$ cat src/rtl/lfm_pkg.sv
package lfm_pkg;

    typedef enum logic [1:0] {
        LFM_IDLE  = 2'd0,
        LFM_BUS   = 2'd1,
        LFM_RETRY = 2'd2,
        LFM_DRAIN = 2'd3
    } lfm_state_e;

endpackage

$ cat src/rtl/lfm_burst_decide.sv
// Decides at acceptance whether a request becomes a line burst.
module lfm_burst_decide #(
    parameter bit UNCACHED_MSB = 1'b1
) (
    input  logic cache_en_i,
    input  logic miss_i,
    input  logic we_i,
    input  logic inhibit_i,
    input  logic addr_msb_i,
    output logic burst_o
);
    logic inhibited;

    generate
        if (UNCACHED_MSB) begin : g_msb_inhibit
            // without translation the top address bit marks uncached space
            assign inhibited = inhibit_i | addr_msb_i;
        end else begin : g_pin_inhibit
            logic unused_msb;
            assign unused_msb = addr_msb_i;
            assign inhibited  = inhibit_i;
        end
    endgenerate

    assign burst_o = cache_en_i & miss_i & ~we_i & ~inhibited;
endmodule

$ cat src/rtl/lfm_beat_ctr.sv
// Word index inside the line; advances once per accepted beat.
module lfm_beat_ctr #(
    parameter int LINE_WORDS = 4,
    localparam int IDX_W = $clog2(LINE_WORDS)
) (
    input  logic             clk_i,
    input  logic             rst_ni,
    input  logic             clear_i,
    input  logic             step_i,
    output logic [IDX_W-1:0] cnt_o,
    output logic             last_o
);
    logic [IDX_W-1:0] cnt_d, cnt_q;

    always_comb begin
        cnt_d = cnt_q;
        if (clear_i) begin
            cnt_d = '0;
        end else if (step_i) begin
            cnt_d = cnt_q + 1'b1;
        end
    end

    always_ff @(posedge clk_i or negedge rst_ni) begin
        if (!rst_ni) begin
            cnt_q <= '0;
        end else begin
            cnt_q <= cnt_d;
        end
    end

    assign cnt_o  = cnt_q;
    assign last_o = (cnt_q == IDX_W'(LINE_WORDS - 1));
endmodule

$ cat src/rtl/lfm_sel_gen.sv
// Byte select toward the bus, gated by the latched burst flag only.
module lfm_sel_gen #(
    parameter int SEL_W = 4
) (
    input  logic             burst_i,
    input  logic [SEL_W-1:0] cpu_sel_i,
    output logic [SEL_W-1:0] sel_o
);
    assign sel_o = burst_i ? {SEL_W{1'b1}} : cpu_sel_i;
endmodule

$ cat src/rtl/line_fill_master.sv
module line_fill_master
    import lfm_pkg::*;
#(
    parameter int ADDR_W       = 32,
    parameter int DATA_W       = 32,
    parameter int LINE_WORDS   = 4,
    parameter bit UNCACHED_MSB = 1'b1
) (
    input  logic                clk_i,
    input  logic                rst_ni,
    input  logic                req_i,
    input  logic [ADDR_W-1:0]   addr_i,
    input  logic [DATA_W/8-1:0] sel_i,
    input  logic                we_i,
    input  logic [DATA_W-1:0]   wdata_i,
    input  logic                cache_en_i,
    input  logic                miss_i,
    input  logic                inhibit_i,
    input  logic                abort_i,
    output logic [DATA_W-1:0]   rdata_o,
    output logic                rvalid_o,
    output logic                done_o,
    output logic                err_o,
    output logic                cyc_o,
    output logic                stb_o,
    output logic                cab_o,
    output logic                we_o,
    output logic [DATA_W/8-1:0] sel_o,
    output logic [ADDR_W-1:0]   adr_o,
    output logic [DATA_W-1:0]   dat_o,
    input  logic [DATA_W-1:0]   dat_i,
    input  logic                ack_i,
    input  logic                err_i,
    input  logic                rty_i
);
    localparam int SEL_W  = DATA_W / 8;
    localparam int BYTE_W = $clog2(SEL_W);
    localparam int IDX_W  = $clog2(LINE_WORDS);
    localparam int HI_W   = ADDR_W - IDX_W - BYTE_W;

    typedef struct packed {
        lfm_state_e        st;
        logic [ADDR_W-1:0] addr;
        logic [SEL_W-1:0]  sel;
        logic              we;
        logic [DATA_W-1:0] wdata;
        logic              burst;
        logic [DATA_W-1:0] rdata;
        logic              rvalid;
        logic              done;
        logic              err;
    } regs_t;

    regs_t r_d, r_q;

    logic             burst_w;
    logic             ctr_clear, ctr_step, ctr_last;
    logic [IDX_W-1:0] ctr_cnt;

    lfm_burst_decide #(
        .UNCACHED_MSB(UNCACHED_MSB)
    ) u_decide (
        .cache_en_i (cache_en_i),
        .miss_i     (miss_i),
        .we_i       (we_i),
        .inhibit_i  (inhibit_i),
        .addr_msb_i (addr_i[ADDR_W-1]),
        .burst_o    (burst_w)
    );

    lfm_beat_ctr #(
        .LINE_WORDS(LINE_WORDS)
    ) u_ctr (
        .clk_i   (clk_i),
        .rst_ni  (rst_ni),
        .clear_i (ctr_clear),
        .step_i  (ctr_step),
        .cnt_o   (ctr_cnt),
        .last_o  (ctr_last)
    );

    lfm_sel_gen #(
        .SEL_W(SEL_W)
    ) u_sel (
        .burst_i   (r_q.burst),
        .cpu_sel_i (r_q.sel),
        .sel_o     (sel_o)
    );

    always_comb begin
        r_d        = r_q;
        r_d.rvalid = 1'b0;
        r_d.done   = 1'b0;
        r_d.err    = 1'b0;
        ctr_clear  = 1'b0;
        ctr_step   = 1'b0;

        unique case (r_q.st)
            LFM_IDLE: begin
                if (req_i) begin
                    // every attribute is frozen here for the whole transaction
                    r_d.st    = LFM_BUS;
                    r_d.addr  = {addr_i[ADDR_W-1:BYTE_W], {BYTE_W{1'b0}}};
                    r_d.sel   = sel_i;
                    r_d.we    = we_i;
                    r_d.wdata = wdata_i;
                    r_d.burst = burst_w;
                    ctr_clear = 1'b1;
                end
            end

            LFM_BUS: begin
                if (err_i) begin
                    r_d.st    = LFM_IDLE;
                    r_d.burst = 1'b0;
                    r_d.done  = 1'b1;
                    r_d.err   = 1'b1;
                end else if (ack_i) begin
                    if (!r_q.we) begin
                        r_d.rvalid = 1'b1;
                        r_d.rdata  = dat_i;
                    end
                    if (!r_q.burst || ctr_last) begin
                        r_d.st    = LFM_IDLE;
                        r_d.burst = 1'b0;
                        r_d.done  = 1'b1;
                    end else if (abort_i) begin
                        r_d.st    = LFM_IDLE;
                        r_d.burst = 1'b0;
                    end else begin
                        ctr_step = 1'b1;
                    end
                end else if (rty_i) begin
                    if (abort_i) begin
                        r_d.st    = LFM_IDLE;
                        r_d.burst = 1'b0;
                    end else begin
                        r_d.st = LFM_RETRY;
                    end
                end else if (abort_i) begin
                    // beat is on the bus: keep every output until it resolves
                    r_d.st = LFM_DRAIN;
                end
            end

            LFM_RETRY: begin
                if (abort_i) begin
                    r_d.st    = LFM_IDLE;
                    r_d.burst = 1'b0;
                end else begin
                    r_d.st = LFM_BUS;
                end
            end

            LFM_DRAIN: begin
                if (ack_i || err_i || rty_i) begin
                    r_d.st    = LFM_IDLE;
                    r_d.burst = 1'b0;
                    if (ack_i && !r_q.we) begin
                        r_d.rvalid = 1'b1;
                        r_d.rdata  = dat_i;
                    end
                end
            end

            default: r_d.st = LFM_IDLE;
        endcase
    end

    always_ff @(posedge clk_i or negedge rst_ni) begin
        if (!rst_ni) begin
            r_q <= '0;
        end else begin
            r_q <= r_d;
        end
    end

    assign cyc_o    = (r_q.st == LFM_BUS) || (r_q.st == LFM_DRAIN);
    assign stb_o    = cyc_o;
    assign cab_o    = r_q.burst;
    assign we_o     = r_q.we;
    assign dat_o    = r_q.wdata;
    assign rdata_o  = r_q.rdata;
    assign rvalid_o = r_q.rvalid;
    assign done_o   = r_q.done;
    assign err_o    = r_q.err;

    logic [HI_W-1:0] line_hi;
    assign line_hi = r_q.addr[ADDR_W-1 -: HI_W];
    assign adr_o   = r_q.burst ? {line_hi, ctr_cnt, {BYTE_W{1'b0}}} : r_q.addr;
endmodule

$ cat config.mk
export PLATFORM = sky130hd
export DESIGN_NAME = line_fill_master
export DESIGN_NICKNAME = d
export VERILOG_FILES = /design/src/rtl/lfm_pkg.sv /design/src/rtl/lfm_burst_decide.sv /design/src/rtl/lfm_beat_ctr.sv /design/src/rtl/lfm_sel_gen.sv /design/src/rtl/line_fill_master.sv
export SDC_FILE = /design/constraint.sdc
export NUM_CORES = 1
export LEC_CHECK = 0
export ABC_CLOCK_PERIOD_IN_PS = 2200
export BUFFER_PORTS_ARGS = -buffer_cell sky130_fd_sc_hd__buf_2
export CORE_AREA = 2 2 103 105
export CTS_BUF_LIST = sky130_fd_sc_hd__clkbuf_4 sky130_fd_sc_hd__clkbuf_8
export CTS_CLUSTER_SIZE = 8
export DETAILED_ROUTE_END_ITERATION = 10
export DIE_AREA = 0 0 105 107
export GPL_TIMING_DRIVEN = 0
export MAX_ROUTING_LAYER = met4
export PLACE_DENSITY = 0.88
export RECOVER_POWER = 100
export SLEW_MARGIN = 40
export SYNTH_ARGS = -nofsm -noshare
export SYNTH_HDL_FRONTEND = slang
export SYNTH_HIERARCHICAL = 1
export SYNTH_SLANG_ARGS = --single-unit
$ cat constraint.sdc
create_clock -name clk_i -period 2.2 [get_ports clk_i]
set_input_delay 0.22 -clock clk_i [delete_from_list [all_inputs] [get_ports clk_i]]
set_output_delay 0.22 -clock clk_i [all_outputs]
set_load 0.01 [all_outputs]
==> flow_summary.ini <==
[outcome]
status = completed

[pwr]
p_sw_share_pct = 32.9
combPwrFrac_pct = 46.7
p_per_area_nw_per_um2 = 1390
p_clk_share_pct = 14.1
peakVddDrop_mv = 0.568
p_leak_nw = 2.94
totalPowerFinal_mw = 8.67
p_int_mw = 5.82
power_frac_seq_pct = 39.2
switchingPower_mw = 2.85

[floorplan]
initial_core_util_pct = 48.4
fp.dieArea_um2 = 11200
io-pin-count = 218
fp.coreArea_um2 = 10100
rows = 37
die_w_um = 105
fp.dieH_um = 107

[sta]
rsz0062_at_grt = no
setup_tns_ns = 0
clock.fmax_ghz = 0.529
fin_crit_ns = 1.89
hold_violations = 0
setup_viol = 0
slew_headroom_pct = 9.55
finClkSkew_ns = 0.0175
fin_crit_sh_pct = 85.9
layout_setup_ws_ns = 0.311
hold-worst-slack_ns = 0.0751
slew_violations = 0
worst_slew_pin_slew_ns = 1.36

[setup_path]
r2r_start = r_q[106]$_DFFE_PN0P_
startpoint_type = flip-flop
path_max_fanout = 10
r2r_end = rdata_o[27]$_DFFE_PN0P_
arrival_ns = 2.14
r2r_slack_ns = 0.31
crit_type = reg2reg
critPathRequiredTime_ns = 2.45
crit_path_end_kind = flip-flop
reg2reg_depth = 5

[placed_design]
post-place-cells = 701
preCtsSetupSlack_ns = 0.413
dpl_cell_area_um2 = 6160
routabilityCongestion = 0.778
io_buffers = 213
hpwl_um = 7950

[routing]
post-route-drc-count = 0
drtAntennaViolNets = 0
num_vias = 3255
totalWireLength_um = 10200
vias_per_cell = 4.53
wl_per_cell_um = 14.1
drt-pass1-iter-count = 4
first_iter_violations = 121

[synth]
yosysSeqAreaShare_pct = 54.8
yosysUniqueCellTypes = 30
synth-edff-count = 0
syn_inst = 350
synth_ff_type = dfrtp_1
ys_seq_elements = 107
yosys.area.top_type = dfrtp_1
yosys_warnings = 6
synth_area_um2 = 4890
yosys-top-cells-area = dfrtp_1, mux2_2, buf_4
synth_top_area_share_pct = 54.8
async_reset_ff_share_pct = 100
syn_area_per_cell_um2 = 14.0

[clock_tree]
h-tree-depth = 3
clkTransAtPathRegs_ns = 0.10
cts_tree = done
clock_latency_ns = 0.36
cts_buffer_depth = 2
root_buffer = clkbuf_8
cts_sinks = 107
numCtsBuffers = 9
cts.repair.resized = 0

[layout]
final_cell_mix = buf_2, clkbuf_1, dfrtp_1
instances_no_fill = 718
syn_to_final_growth_pct = 27.2
final_util_pct = 61.6
fin_nets = 689
fin_area_um2 = 6220
drive_gt1_share_pct = 55.8
diodes = 0
final_common_cell = buf_2
fillers = 867

[min_path]
holdPathStages = 2
hp-start = wdata_i[17]
holdPathEnd = dat_o[17]$_DFFE_PN0P_
min_path_type = in2reg

[global_route]
grt_pass1_wl_um = 16000
antenna_found_initial = 0
grt_max_degree = 55
grt_usage_pct = 18.5
overflow = 0
grt_pass1_vias = 3430

[flow_run]
maxCapViolations = 0
[worst max path at each step]
stage,start,endpoint,cells after the start,slack [ns]
6_report,r_q[106]$_DFFE_PN0P_,rdata_o[27]$_DFFE_PN0P_,5,0.31
5_1_grt,r_q[106]$_DFFE_PN0P_,rdata_o[27]$_DFFE_PN0P_,5,0.18
4_1_cts,r_q[105]$_DFFE_PN0P_,dat_o[12]$_DFFE_PN0P_,5,0.39
3_5_place_dp,r_q[105]$_DFFE_PN0P_,dat_o[15]$_DFFE_PN0P_,5,0.41
3_3_place_gp,rst_ni,line_hi[18]$_DFFE_PN0P_,1,-0.21
2_1_floorplan,r_q[105]$_DFFE_PN0P_,dat_o[12]$_DFFE_PN0P_,5,0.67
[registers in the layout, indices dropped and copies added, names as in the netlist]
name         count
u_ctr/cnt_o      2
dat_o           32
r_q              8
line_hi         28
done_o           1
cab_o            1
rdata_o         32
we_o             1
err_o            1
rvalid_o         1
[power groups by stage]
stage | logic (mW) | clock network (mW) | registers (mW)
6_report | 4.05 | 1.22 | 3.40
5_1_grt | 4.36 | 1.32 | 3.55
4_1_cts | 4.36 | 1.25 | 3.41
3_5_place_dp | 4.34 | 0 | 3.45
3_3_place_gp | 4.22 | 0 | 3.37
2_1_floorplan | 3.03 | 0 | 3.31
[layer usage]
layer	GRT usage, %	vias up	routed length [um]
met1	20.4	1571	3960
met2	33.3	116	5440
met4	7.14	0	227
met5	-	-	0
li1	-	1548	-
met3	3.22	20	519
[layout make-up]
type | instances | area, um2 | share of cell area (%)
Clock buffer | 9 | 124 | 1.99
Timing Repair Buffer | 215 | 973 | 15.7
Sequential cell | 107 | 2680 | 43.1
Tap cell | 136 | 170 | 2.74
Inverter | 1 | 3.75 | 0.0604
Clock inverter | 7 | 77.6 | 1.25
Multi-Input combinational cell | 135 | 1400 | 22.5
Buffer | 108 | 795 | 12.8
[kinds of logic after synthesis]
logic type	after synthesis	share of synthesized area, %
AOI/OAI and AO/OA	5	0.768
and+or+nand+nor	21	3.17
muxes	104	23.9
other	1	0.0767
DFF	107	54.8
adders and majority gates	1	0.256
buffers and inverters	109	16.7
xor gates and xnor gates	2	0.358
[timing repair]
item	CTS	global route
hold endpoints to repair	53	0
hold buffers	1	0
buffers inserted	0	0
[synthesized netlist by cell type, types with 2 or more instances]
cell and count:
dfrtp_1 107, mux2i_1 3, buf_4 104, or2_1 4, mux2_1 10, nand2_1 4, nor2_1 3, mux2_2 91
buf_6 2, nor4b_1 2
[worst max-delay path, cell delays in order (launching register included)]
cell and delay [ns]:
dfrtp_1 0.35, clkbuf_1 0.36, nor2b_1 0.14, nor3_4 0.32, buf_4 0.25, mux2_2 0.36
Power figures use the tool's default switching activity.
